File: config.mk
export PLATFORM = sky130hd
export DESIGN_NAME = result_select
export DESIGN_NICKNAME = d
export VERILOG_FILES = /design/src/rtl/lockstep_pkg.sv /design/src/rtl/result_select.sv
export SDC_FILE = /design/constraint.sdc
export NUM_CORES = 1
export LEC_CHECK = 0
export ABC_AREA = 1
export BUFFER_PORTS_ARGS = -buffer_cell sky130_fd_sc_hd__buf_2
export CAP_MARGIN = 20
export CORE_UTILIZATION = 46
export DETAILED_ROUTE_END_ITERATION = 7
export PLACE_DENSITY = 0.81
export SKIP_CTS_REPAIR_TIMING = 1
export SLEW_MARGIN = 20
export SYNTH_ARGS = -nofsm -noshare
export SYNTH_HDL_FRONTEND = slang
export SYNTH_SLANG_ARGS = --single-unit
File: constraint.sdc
create_clock -name clk -period 1 [get_ports clk]
set_input_delay 0 -clock clk [delete_from_list [all_inputs] [get_ports clk]]
set_output_delay 0 -clock clk [all_outputs]
set_load 0.01 [all_outputs]
File: src/rtl/lockstep_pkg.sv
package lockstep_pkg;

  typedef enum logic {
    SRC_PAIR_A = 1'b0,
    SRC_PAIR_B = 1'b1
  } src_sel_e;

  // Result of checking one pair in one cycle
  typedef struct packed {
    logic agree;     // both members valid and equal
    logic disagree;  // both members valid and different
  } pair_cmp_t;

endpackage

File: src/rtl/result_select.sv
module result_select
  import lockstep_pkg::*;
#(
  parameter int DATA_W = 32
) (
  input  logic              clk,
  input  logic              rst,
  input  logic [1:0]        ok_next_i,
  input  logic [1:0]        agree_i,
  input  logic [DATA_W-1:0] data_a_i,
  input  logic [DATA_W-1:0] data_b_i,
  output logic              out_valid_o,
  output logic [DATA_W-1:0] out_data_o,
  output logic              out_src_o,
  output logic              cross_alert_o,
  output logic              fatal_o
);

  src_sel_e          src_n, src_q;
  logic              fatal_n, fatal_q;
  logic              valid_n, valid_q;
  logic              cross_n, cross_q;
  logic [DATA_W-1:0] data_n, data_q;

  always_comb begin
    fatal_n = fatal_q || (!ok_next_i[0] && !ok_next_i[1]);
    src_n   = (!ok_next_i[0] && ok_next_i[1]) ? SRC_PAIR_B : SRC_PAIR_A;
    if (src_n == SRC_PAIR_B) begin
      valid_n = agree_i[1];
      data_n  = data_b_i;
    end else begin
      valid_n = agree_i[0];
      data_n  = data_a_i;
    end
    if (fatal_n) begin
      valid_n = 1'b0;
    end
    if (!valid_n) begin
      data_n = '0;
    end
    cross_n = ok_next_i[0] && ok_next_i[1] && agree_i[0] && agree_i[1]
              && (data_a_i != data_b_i);
  end

  always_ff @(posedge clk) begin
    if (rst) begin
      src_q   <= SRC_PAIR_A;
      fatal_q <= 1'b0;
      valid_q <= 1'b0;
      data_q  <= '0;
      cross_q <= 1'b0;
    end else begin
      src_q   <= src_n;
      fatal_q <= fatal_n;
      valid_q <= valid_n;
      data_q  <= data_n;
      cross_q <= cross_n;
    end
  end

  assign out_valid_o   = valid_q;
  assign out_data_o    = data_q;
  assign out_src_o     = src_q;
  assign cross_alert_o = cross_q;
  assign fatal_o       = fatal_q;

  // fatal state is held until reset
  a_r9_fatal_sticky: assert property (@(posedge clk) disable iff (rst)
    fatal_q |=> fatal_q);

endmodule

Word-level counts from Yosys, hierarchy flattened
Cells that the tools add are included.
{"block": "word_totals", "word_cells": 21, "in_bits": 70, "register_bits": 36, "out_inout_bits": 36}
{"block": "classes", "bitwise": 1, "n_eq_ne": 1, "reduce_logical": 10, "muxes": 4}
{"op": "32-bit 2-to-1 mux", "count": 1}
{"op": "32-bit inequality test", "count": 1}
{"op": "1-bit logical AND", "count": 6}
{"op": "1-bit 2-to-1 mux", "count": 3}
{"op": "1-bit logical NOT", "count": 2}
{"op": "2-bit OR reduction", "count": 1}
{"op": "1-bit logical OR", "count": 1}
{"op": "1-bit NOT", "count": 1}

Depth between registers and ports, before layout
Gate-level depths: netlist (run 1).
{"block": "logic_depth", "depth_word": 7, "depth_mapped": 9, "mapped_depth_nobuf": 9}

Worst setup path after synthesis (run 1)
OpenSTA, ideal clock, no wires.
{"block": "synth_path", "kind": "register to register", "from": "register fatal_q (netlist: fatal_o)", "to": "register data_q[0] (netlist: out_data_o[0])", "t_required_ns": 0.934, "period_less_slack_ns": 0.922, "arrival_time_ns": 0.856, "path_buffers": 1, "setup_time_ns": 0.066, "slack_ns": 0.078, "stages_incl_launch_ff": 5, "path_cell_list": "dfxtp_1 -> nor2_2 -> nand3_4 -> buf_6 -> a21oi_2"}
{"block": "synth_via", "elab_chain_cells": 4}
{"item": "start, declared", "line": "result_select.sv:20", "text": "logic fatal_n, fatal_q;"}
{"item": "start signal, assigned", "line": "result_select.sv:54", "text": "fatal_q <= fatal_n;"}
{"item": "1-bit logical OR", "line": "result_select.sv:26", "text": "fatal_n = fatal_q || (!ok_next_i[0] && !ok_next_i[1]);"}
{"item": "1-bit 2-to-1 mux", "line": "result_select.sv:35", "text": "if (fatal_n) begin"}
{"item": "1-bit NOT (no source line)"}
{"item": "2-bit OR reduction (no source line)"}
{"item": "end signal, assigned", "line": "result_select.sv:56", "text": "data_q <= data_n;"}
{"item": "end, declared", "line": "result_select.sv:23", "text": "logic [DATA_W-1:0] data_n, data_q;"}
Every way passes these cells.
A chain may end at the register's enable or synchronous reset.

Worst setup path after layout (run 1)
{"block": "layout_path", "from": "input rst", "to": "register data_q[16] (netlist: out_data_o[16])"}
{"block": "layout_via", "elab_chain_cells": 1}
{"item": "start, declared", "line": "result_select.sv:7", "text": "input logic rst,"}
{"item": "2-bit OR reduction (no source line)"}
Every way passes these cells.

==> flow_summary_export.csv, run 1 <==
group,metric,value,unit
sta,timing.hold.ws,-8.811,ps
cells_and_area,antenna_cells_inserted,0,
cts,clkSinkCount,36,
cts,tritoncts,"built",
floorplan,floorplan.initialDensity,47.84,%
min_path,min_path_type,"input pin to register",
cells_and_area,area.growth.synth_to_final,45.29,%
sta,final_min_period_over_clock_period,96.75,%
placement,port-buffer-count,105,
critical_path,r2r.worst_path.cells,4,
sta,slew-limit-headroom,85.02,%
yosys,synthArstFlopShare,0,%
sta,grt_setup_unrepaired,"no",
yosys,synth_compound_area_share,12.91,%
route,route.detailed.drc,0,
critical_path,cpPeakStageDelay,530,ps
floorplan,core_area,0.004354,mm^2
yosys,yosys-top-cells-area,"dfxtp_1, nand2_1, a21oi_2",
critical_path,worstSetupStartpoint,"rst",
cells_and_area,post-route-cell-area,0.003027,mm^2
cts,clock_tree.htree_level_count,2,
critical_path,cp-end-kind,"register",
floorplan,fp.dieW,69.30,um
run_status,violations,"hold timing",
yosys,synth_area_leader_cell,"dfxtp_1",
global_routing,grt_start_max_net_pins,22,
power_and_ir_drop,powerDensity,1126,mW/mm^2
cts,clk-insertion-delay-late,280,ps
floorplan,design.die.area,0.004802,mm^2
yosys,synth_sequential_area_ratio,34.59,%
yosys,synth_enable_flop_cells,0,
yosys,syn_nets,400,
floorplan,chipHeight,69.30,um
critical_path,critical_path.reg2reg.startpoint,"fatal_o$_SDFF_PP0_",
cts,clkSlewWorstSetupHoldPaths,70,ps
global_routing,grt_first_pass_wirelength,8576,um
route,route.detailed.vias_per_inst,4.650,
critical_path,worst-path-max-fanout,16,
route,drt-initial-drc-count,120,
route,first_pass_iters,4,
global_routing,gr-usage-all-layers,21.79,%
critical_path,worstPathCellList,"dlygate4sd3_1, buf_2, inv_1, nand3_4, buf_12, a21oi_1",
cells_and_area,layout.nets,532,
placement,final_wtd_congestion,0.7595,
sta,timing.final.setup_violations,0,
placement,worst_setup_slack_before_clock_tree_synthesis,35.39,ps
cells_and_area,multi_input_area,0.001099,mm^2
route,antenna_violation_net_count_after_detailed_routing,0,
placement,place.detailed.hpwl,3955,um
yosys,syn-cell-area,0.002083,mm^2
sta,final.min_clock_period,967.5,ps
yosys,synth_top_area_share,34.59,%
floorplan,number_of_placed_i_o_pins,106,
critical_path,timing.critical_path.arrival,1180,ps
yosys,ys_ff_latch,36,
yosys,synthXorXnorAreaFrac,1.261,%
critical_path,critical-path-slowest-cell,"dlygate4sd3_1",
global_routing,grt_antenna_before_repair,0,
floorplan,placement_rows,24,
sta,worst-slew-pin-transition,224.7,ps
yosys,library_cell_with_the_highest_instance_count_after_synthesis,"nand2_1",
sta,final_max_slew_viol_count,0,
yosys,synth_adder_area_share,0,%
route,drt_wl_total,5623,um
critical_path,critical_path.startpoint_type,"input pin",
yosys,count_of_different_cell_masters_after_synthesis,16,
yosys,synth.top_cells.by_count,"nand2_1, inv_1, nor2_1",
yosys,syn-instance-count,330,
route,drt-wirelength-per-cell,10.92,um
cells_and_area,nFillCells,371,
yosys,synth_simple_gate_area_share,38.32,%
sta,worst_skew,3.581,ps
global_routing,grt-ovfl-total,0,
cts,tritoncts.num_buffers,5,
sta,totalNegativeSetupSlack,0,ps
yosys,synth_top_family_by_area,"simple AND/OR/NAND/NOR gates",
cells_and_area,layout-drive-gt1-share,32.83,%
critical_path,timing.critical_path.to,"out_data_o[16]$_SDFF_PP0_",
cells_and_area,sequential_cell_area_in_the_final_layout,720.7,um^2
critical_path,path_class,"input pin to register",
power_and_ir_drop,max-vdd-ir-drop,0.6528,mV
critical_path,r2r_setup_slack,60,ps
yosys,synthesis.yosys.warnings,0,
sta,final-hold-violation-count,5,
sta,final_critical_path_setup_slack,32.46,ps
cts,cts_root_buf,"clkbuf_8",
placement,detailed_place.area,0.002681,mm^2
route,via_count,2395,
yosys,synth.area.mux_share,0,%
run_status,status,"complete, but fails checks",
critical_path,regToRegEndpoint,"out_data_o[16]$_SDFF_PP0_",
sta,fmaxAchievable,1034,MHz
yosys,synth_top_flop_cell,"dfxtp_1",
global_routing,first_global_vias,2007,
cts,cts-root-to-sink-buffers,2,
flow_run,timing.max_cap.violations,0,
critical_path,timing.critical_path.required,1210,ps
power_and_ir_drop,total_leakage_power,1.745,nW
yosys,avgSynthCellArea,6.313,um^2
## critical path, delay by kind of cell
kind,cells,cell delay [ps]
simple gates,1,100
buf+inv,4,930
compound gates,1,140
## through the flow
stage | power, mW | hold WS, ps | util [%] | cells
5_1_grt | 3.605 | 1.997 | 69.51 | 515
4_1_cts | 3.364 | -82.72 | 63.65 | 490
6_report | 3.408 | -8.811 | 69.51 | 515
3_3_place_gp | 2.274 | 222.9 | 61.58 | 482
3_5_place_dp | 2.293 | 221.5 | 61.58 | 482
2_1_floorplan | 1.960 | 72.38 | - | 330
## per-layer routing
layer | wire length, um | vias to the layer above | GRT usage, %
met3 | 271 | 7 | 5.087
li1 | - | 1258 | -
met5 | 0 | - | 0
met2 | 2938 | 73 | 39.48
met4 | 84 | 0 | 7.710
met1 | 2328 | 1057 | 24.77
## where the power goes
group	internal [mW]	total (mW)	switching, mW
registers	1.49	1.51	0.0167
clock network	0.562	1.06	0.498
logic	0.378	0.840	0.462
## flip-flops by register name, summed over array words and instances, names as in the netlist
name	count
out_src_o	1
fatal_o	1
out_valid_o	1
cross_alert_o	1
out_data_o	32
## layout make-up
cell class / instances / area share [%]
inverters: 51 / 6.325
well taps: 52 / 2.150
flip-flops and latches: 36 / 23.81
clock buffers: 8 / 2.976
multi-input cells: 230 / 36.30
repair buffers: 138 / 28.44
## worst min-delay path by stage
stage | start | end | slack [ps] | cells past startpoint
floorplan | rst | fatal_o$_SDFF_PP0_ | 70 | 1
global placement | rst | out_src_o$_SDFF_PP0_ | 220 | 2
detailed placement | rst | fatal_o$_SDFF_PP0_ | 220 | 2
CTS | rst | fatal_o$_SDFF_PP0_ | -80 | 2
global route | data_a_i[4] | out_data_o[4]$_SDFF_PP0_ | 2 | 3
finish | data_a_i[4] | out_data_o[4]$_SDFF_PP0_ | -9 | 3
## logic make-up (layout without fill, tap and decap cells)
logic type	count (synthesis)	after routing
AND/OR/NAND/NOR	195	195
buffers and inverters	64	197
flip-flops	36	36
AO/OA/AOI/OAI	32	32
XOR/XNOR	3	3
## layout by cell type, fill, tap and decap left out, drive strengths merged
master       synthesis  routed
nand2              113     113
buf                  6     113
inv                 51      51
nor2                47      47
dfxtp               36      36
nand3               35      35
a21oi               32      32
dlygate4sd3          0      25
clkbuf               7       8
xor2                 3       3
No activity file was read; power rests on OpenSTA's default activity.
==> run 2: changes to the inputs <==
--- a/config.mk
+++ b/config.mk
@@ -11,6 +11,7 @@
 export CORE_UTILIZATION = 46
 export DETAILED_ROUTE_END_ITERATION = 7
 export PLACE_DENSITY = 0.81
+export SETUP_SLACK_MARGIN = 0.2
 export SKIP_CTS_REPAIR_TIMING = 1
 export SLEW_MARGIN = 20
 export SYNTH_ARGS = -nofsm -noshare
==> run 2 against run 1 <==
Compared with the run above:
- the run still ends with hold timing left
- hold slack worse by 16 ps
- register-to-register slack better by 20 ps
- worst setup slack better by 44 ps
- final cell count is 0.78% lower
- clock skew is 2.3 ps higher
- sequential power hardly changed
- via count is 0.42% higher
- core utilization is 0.95 points lower
- power is 0.28% higher
- cell area is 1.4% lower
- wire length is 0.14% higher
- maximum frequency is 4.8% higher
- critical endpoint unchanged
- largest power group unchanged
==> flow_summary_export.csv, run 2 (synthesis gave the netlist of run 1 again) <==
group,metric,value,unit
run_status,status,"complete, but fails checks",
run_status,violations,"hold timing",
cts,clkSinkCount,36,
floorplan,floorplan.initialDensity,47.84,%
sta,timing.final.setup_violations,0,
sta,worst_skew,5.831,ps
critical_path,critical_path.startpoint_type,"register",
power_and_ir_drop,p_sw,0.9953,mW
cells_and_area,nFillCells,386,
cells_and_area,max_ffs_per_register,32,
global_routing,grt_antenna_before_repair,0,
cts,cts-root-to-sink-buffers,2,
critical_path,worst-path-max-fanout,17,
cts,clkSlewWorstSetupHoldPaths,70,ps
sta,grt_setup_unrepaired,"yes",
global_routing,grt-ovfl-total,0,
route,drt_wl_total,5631,um
placement,final_wtd_congestion,0.8236,
power_and_ir_drop,total_leakage_power,1.730,nW
sta,final.min_clock_period,923.0,ps
power_and_ir_drop,powerDensity,1145,mW/mm^2
route,drt-initial-drc-count,172,
placement,worst_setup_slack_before_clock_tree_synthesis,89.44,ps
cells_and_area,leading_cell_type_in_the_layout_fill_and_taps_excluded,"nand2_1",
route,via_count,2405,
cells_and_area,layout.nets,528,
sta,slew-limit-headroom,83.65,%
sta,final_critical_path_setup_slack,76.96,ps
power_and_ir_drop,pwr-share-seq,44.1,%
power_and_ir_drop,p_int,2.422,mW
route,drt-wirelength-per-cell,11.02,um
placement,place.detailed.hpwl,4088,um
floorplan,placement_rows,24,
sta,worst-slew-pin-transition,245.3,ps
critical_path,path_class,"register to register",
placement,placedCellCount,483,
route,route.detailed.vias_per_inst,4.706,
floorplan,design.die.area,0.004802,mm^2
sta,final_max_slew_viol_count,0,
critical_path,worstPathCellList,"nor2_4, nand3_4, buf_12, a21oi_1",
sta,totalNegativeSetupSlack,0,ps
min_path,min_path_type,"input pin to register",
cells_and_area,layout-drive-gt1-share,33.55,%
route,route.detailed.drc,0,
cells_and_area,post_layout_nonfiller_instances,511,
global_routing,grt_start_max_net_pins,23,
critical_path,critical_path.top_delay_family,"flip-flops",
critical_path,timing.critical_path.arrival,1140,ps
cells_and_area,antenna_cells_inserted,0,
cts,tritoncts,"built",
power_and_ir_drop,p_clk_share,31.7,%
critical_path,cp-end-kind,"register",
global_routing,first_global_vias,2050,
global_routing,grt_first_pass_wirelength,8735,um
power_and_ir_drop,power.switching_fraction,29.12,%
critical_path,cpPeakStageDelay,340,ps
cts,clk-insertion-delay-late,290,ps
floorplan,number_of_placed_i_o_pins,106,
floorplan,chipHeight,69.30,um
critical_path,worst_path_buffer_plus_inverter_count,1,
floorplan,core_area,0.004354,mm^2
critical_path,timing.critical_path.required,1220,ps
cells_and_area,area.growth.synth_to_final,43.30,%
flow_run,timing.max_cap.violations,0,
sta,fmaxAchievable,1083,MHz
sta,final-hold-violation-count,17,
cts,clock_tree.htree_level_count,2,
floorplan,fp.dieW,69.30,um
route,antenna_violation_net_count_after_detailed_routing,0,
cts,tritoncts.num_buffers,5,
placement,port-buffer-count,105,
power_and_ir_drop,max-vdd-ir-drop,0.7325,mV
cells_and_area,final_util,68.56,%
sta,final_min_period_over_clock_period,92.30,%
critical_path,critical-path-slowest-cell,"dfxtp_2",
route,first_pass_iters,4,
power_and_ir_drop,power_frac_comb,24.2,%
sta,timing.hold.ws,-25.25,ps
cells_and_area,layout_common_cells,"nand2_1, buf_2, inv_1",
global_routing,gr-usage-all-layers,22.56,%
cts,cts_root_buf,"clkbuf_8",
## run 2: layer usage
metal / up-vias / GRT usage, % / wire length [um]
met5: - / 0 / 0
met1: 1050 / 27.32 / 2405
li1: 1252 / - / -
met2: 90 / 38.19 / 2723
met3: 13 / 4.651 / 355
met4: 0 / 10.43 / 147
## run 2: worst min-delay path, delay by kind of cell
kind,cells,cell delay [ps]
and+or+nand+nor,1,70
buffers and inverters,1,110
AOI/OAI and AO/OA,1,40
## run 2: final cells by class
type | instances | area (um^2) | area share [%]
Clock buffer | 8 | 90.09 | 3.018
Inverter | 51 | 191.4 | 6.412
Multi-Input combinational cell | 230 | 1099 | 36.80
Sequential cell | 36 | 721.9 | 24.18
Tap cell | 52 | 65.06 | 2.179
Timing Repair Buffer | 134 | 818.3 | 27.41
## run 2: through the flow
| stage | power, mW | cell area, um^2 |
|---|---|---|
| CTS | 3.365 | 2785 |
| global route | 3.580 | 2985 |
| finish | 3.418 | 2985 |
| floorplan | 1.970 | 2101 |
| global placement | 2.278 | 2695 |
| detailed placement | 2.299 | 2695 |
## run 2: path summary, 6_finish.rpt
path / startpoint / endpoint / slack, ps / depth (start not counted)
max reg2reg: fatal_o$_SDFF_PP0_ / out_data_o[16]$_SDFF_PP0_ / 80 / 4
min reg2reg: fatal_o$_SDFF_PP0_ / fatal_o$_SDFF_PP0_ / 520 / 2
max: fatal_o$_SDFF_PP0_ / out_data_o[16]$_SDFF_PP0_ / 80 / 4
min: data_a_i[30] / out_data_o[30]$_SDFF_PP0_ / -30 / 3
## run 2: power by group through the flow
| stage | registers [mW] | logic [mW] | clock network [mW] |
|---|---|---|---|
| floorplan | 1.57 | 0.397 | 0 |
| global placement | 1.54 | 0.740 | 0 |
| detailed placement | 1.54 | 0.758 | 0 |
| CTS | 1.51 | 0.764 | 1.09 |
| global route | 1.51 | 0.926 | 1.14 |
| finish | 1.51 | 0.826 | 1.08 |
==> run 3: changes to the inputs <==
--- a/config.mk
+++ b/config.mk
@@ -8,9 +8,12 @@
 export ABC_AREA = 1
 export BUFFER_PORTS_ARGS = -buffer_cell sky130_fd_sc_hd__buf_2
 export CAP_MARGIN = 20
-export CORE_UTILIZATION = 46
+export CELL_PAD_IN_SITES_DETAIL_PLACEMENT = 0
+export CELL_PAD_IN_SITES_GLOBAL_PLACEMENT = 2
+export CORE_ASPECT_RATIO = 1.25
+export CORE_UTILIZATION = 22
 export DETAILED_ROUTE_END_ITERATION = 7
-export PLACE_DENSITY = 0.81
+export PLACE_DENSITY_LB_ADDON = 0.1
 export SETUP_SLACK_MARGIN = 0.2
 export SKIP_CTS_REPAIR_TIMING = 1
 export SLEW_MARGIN = 20
==> run 3 against run 2 <==
Compared with the run above:
- the flow still finishes with violations (hold timing)
- die area is 110% higher
- wire length is 16% higher
- hold slack better by 20 ps
- global-route usage fell by 9.1 points
- sequential power barely moved
- cell area is 0.13% higher
- register-to-register slack barely moved
- critical endpoint unchanged
- largest cell class unchanged
- highest routed layer unchanged
==> flow_summary_export.csv, run 3 (synthesis gave the netlist of run 1 again) <==
group,metric,value,unit
cts,clkSinkCount,36,
route,first_pass_iters,5,
cts,tritoncts,"built",
critical_path,worst_path_buffer_plus_inverter_count,1,
critical_path,critical-path-slowest-cell,"dfxtp_2",
floorplan,chipHeight,110.8,um
sta,final_max_slew_viol_count,0,
cells_and_area,post-route-cell-area,0.002989,mm^2
sta,totalNegativeSetupSlack,0,ps
route,drt-initial-drc-count,53,
power_and_ir_drop,total_leakage_power,1.693,nW
cells_and_area,antenna_cells_inserted,0,
flow_run,timing.max_cap.violations,0,
cts,clock_tree.htree_level_count,2,
critical_path,cpPeakStageDelay,330,ps
global_routing,grt-ovfl-total,0,
global_routing,grt_first_pass_wirelength,10210,um
sta,worst-slew-pin-transition,271.3,ps
sta,worst_skew,4.813,ps
cells_and_area,sequential_cell_area_in_the_final_layout,723.2,um^2
critical_path,critical_path.top_delay_family,"flip-flops",
cells_and_area,post_layout_nonfiller_instances,565,
sta,final_min_period_over_clock_period,91.57,%
floorplan,floorplan.initialDensity,22.71,%
floorplan,number_of_placed_i_o_pins,106,
floorplan,fp.dieW,89.04,um
critical_path,path_class,"register to register",
cts,cts-root-to-sink-buffers,2,
run_status,status,"complete, but fails checks",
critical_path,cp-end-kind,"register",
floorplan,placement_rows,39,
sta,timing.hold.ws,-5.281,ps
min_path,min_path_type,"input pin to register",
floorplan,core_area,0.009174,mm^2
route,route.detailed.drc,0,
run_status,violations,"hold timing",
cts,tritoncts.num_buffers,5,
sta,grt_setup_unrepaired,"yes",
sta,fmaxAchievable,1092,MHz
global_routing,grt_antenna_before_repair,0,
critical_path,worst-path-max-fanout,17,
cells_and_area,layout.nets,511,
cells_and_area,nFillCells,1065,
placement,placedCellCount,553,
placement,worst_setup_slack_before_clock_tree_synthesis,-5.369,ps
floorplan,design.die.area,0.009865,mm^2
route,drt_wl_total,6541,um
placement,detailed_place.area,0.002776,mm^2
cts,cts_root_buf,"clkbuf_16",
global_routing,gr-usage-all-layers,13.48,%
route,drt-wirelength-per-cell,11.58,um
placement,final_wtd_congestion,0.6955,
cells_and_area,layout-drive-gt1-share,35.75,%
power_and_ir_drop,max-vdd-ir-drop,0.8383,mV
global_routing,grt_start_max_net_pins,22,
route,route.detailed.vias_per_inst,4.039,
critical_path,critical_path.startpoint_type,"register",
cts,clkSlewWorstSetupHoldPaths,60,ps
cells_and_area,layout_common_cells,"nand2_1, buf_2, inv_1",
global_routing,first_global_vias,2067,
cells_and_area,leading_cell_type_in_the_layout_fill_and_taps_excluded,"nand2_1",
cells_and_area,area.growth.synth_to_final,43.48,%
sta,final_critical_path_setup_slack,84.31,ps
route,antenna_violation_net_count_after_detailed_routing,0,
critical_path,timing.critical_path.required,1210,ps
cells_and_area,max_ffs_per_register,32,
sta,slew-limit-headroom,81.91,%
sta,timing.final.setup_violations,0,
cells_and_area,multi_input_area,0.001106,mm^2
cts,clk-insertion-delay-late,280,ps
sta,final-hold-violation-count,9,
critical_path,worstPathCellList,"nor2_4, nand3_4, buf_12, a21oi_1",
route,via_count,2282,
critical_path,timing.critical_path.arrival,1120,ps
power_and_ir_drop,powerDensity,1368,mW/mm^2
placement,port-buffer-count,105,
sta,final.min_clock_period,915.7,ps
placement,place.detailed.hpwl,4867,um
## run 3: cell types whose count changed in the layout (fill, tap and decap cells not counted), sizes merged
cell	change
buf	-1
bufinv	+1
clkbuf	-2
clkinv	+1
dlygate4sd3	-16
## run 3: final timing paths
| kind | from | end | slack (ps) | cells after the start |
|---|---|---|---|---|
| worst min register to register | fatal_o$_SDFF_PP0_ | fatal_o$_SDFF_PP0_ | 500 | 2 |
| worst max-delay path | fatal_o$_SDFF_PP0_ | out_data_o[16]$_SDFF_PP0_ | 80 | 4 |
| worst max register to register | fatal_o$_SDFF_PP0_ | out_data_o[16]$_SDFF_PP0_ | 80 | 4 |
| worst min-delay path | data_a_i[12] | out_data_o[12]$_SDFF_PP0_ | -5 | 3 |
## run 3: worst register-to-register path, stage by stage (launching register included)
cell     delay [ps]
dfxtp_2         330
nor2_4          110
nand3_4         100
buf_12          180
a21oi_1         120
## run 3: cell type report
class | instances | area share [%]
clock buffer | 6 | 4.311
clock inverter | 2 | 1.172
inverter | 51 | 6.404
multi-input combinational | 230 | 37.00
timing repair buffer | 117 | 21.77
tap | 123 | 5.149
sequential | 36 | 24.19
## run 3: power by group
part | switching, mW | leakage (nW) | internal (mW)
Clock | 0.624 | 0.0808 | 1.17
Sequential | 0.0150 | 0.294 | 1.49
Combinational | 0.458 | 1.32 | 0.325
Total | 1.10 | 1.69 | 2.99
## run 3: stage by stage
| stage | hold WS (ps) | utilization [%] | power, mW |
|---|---|---|---|
| after floorplan | 64.97 | - | 1.970 |
| after global placement | 209.4 | 30.26 | 2.322 |
| after detailed placement | 212.7 | 30.26 | 2.326 |
| after CTS | -84.02 | 32.05 | 4.158 |
| after global routing | 0.4668 | 32.58 | 4.336 |
| final | -5.281 | 32.58 | 4.090 |
## run 3: routing by layer
layer	vias to the layer above	global-route usage [%]	routed length, um
li1	1216	-	-
met1	987	16.19	2946
met2	77	23.59	3141
met3	2	3.202	413
met4	0	3.492	40
met5	-	0	0
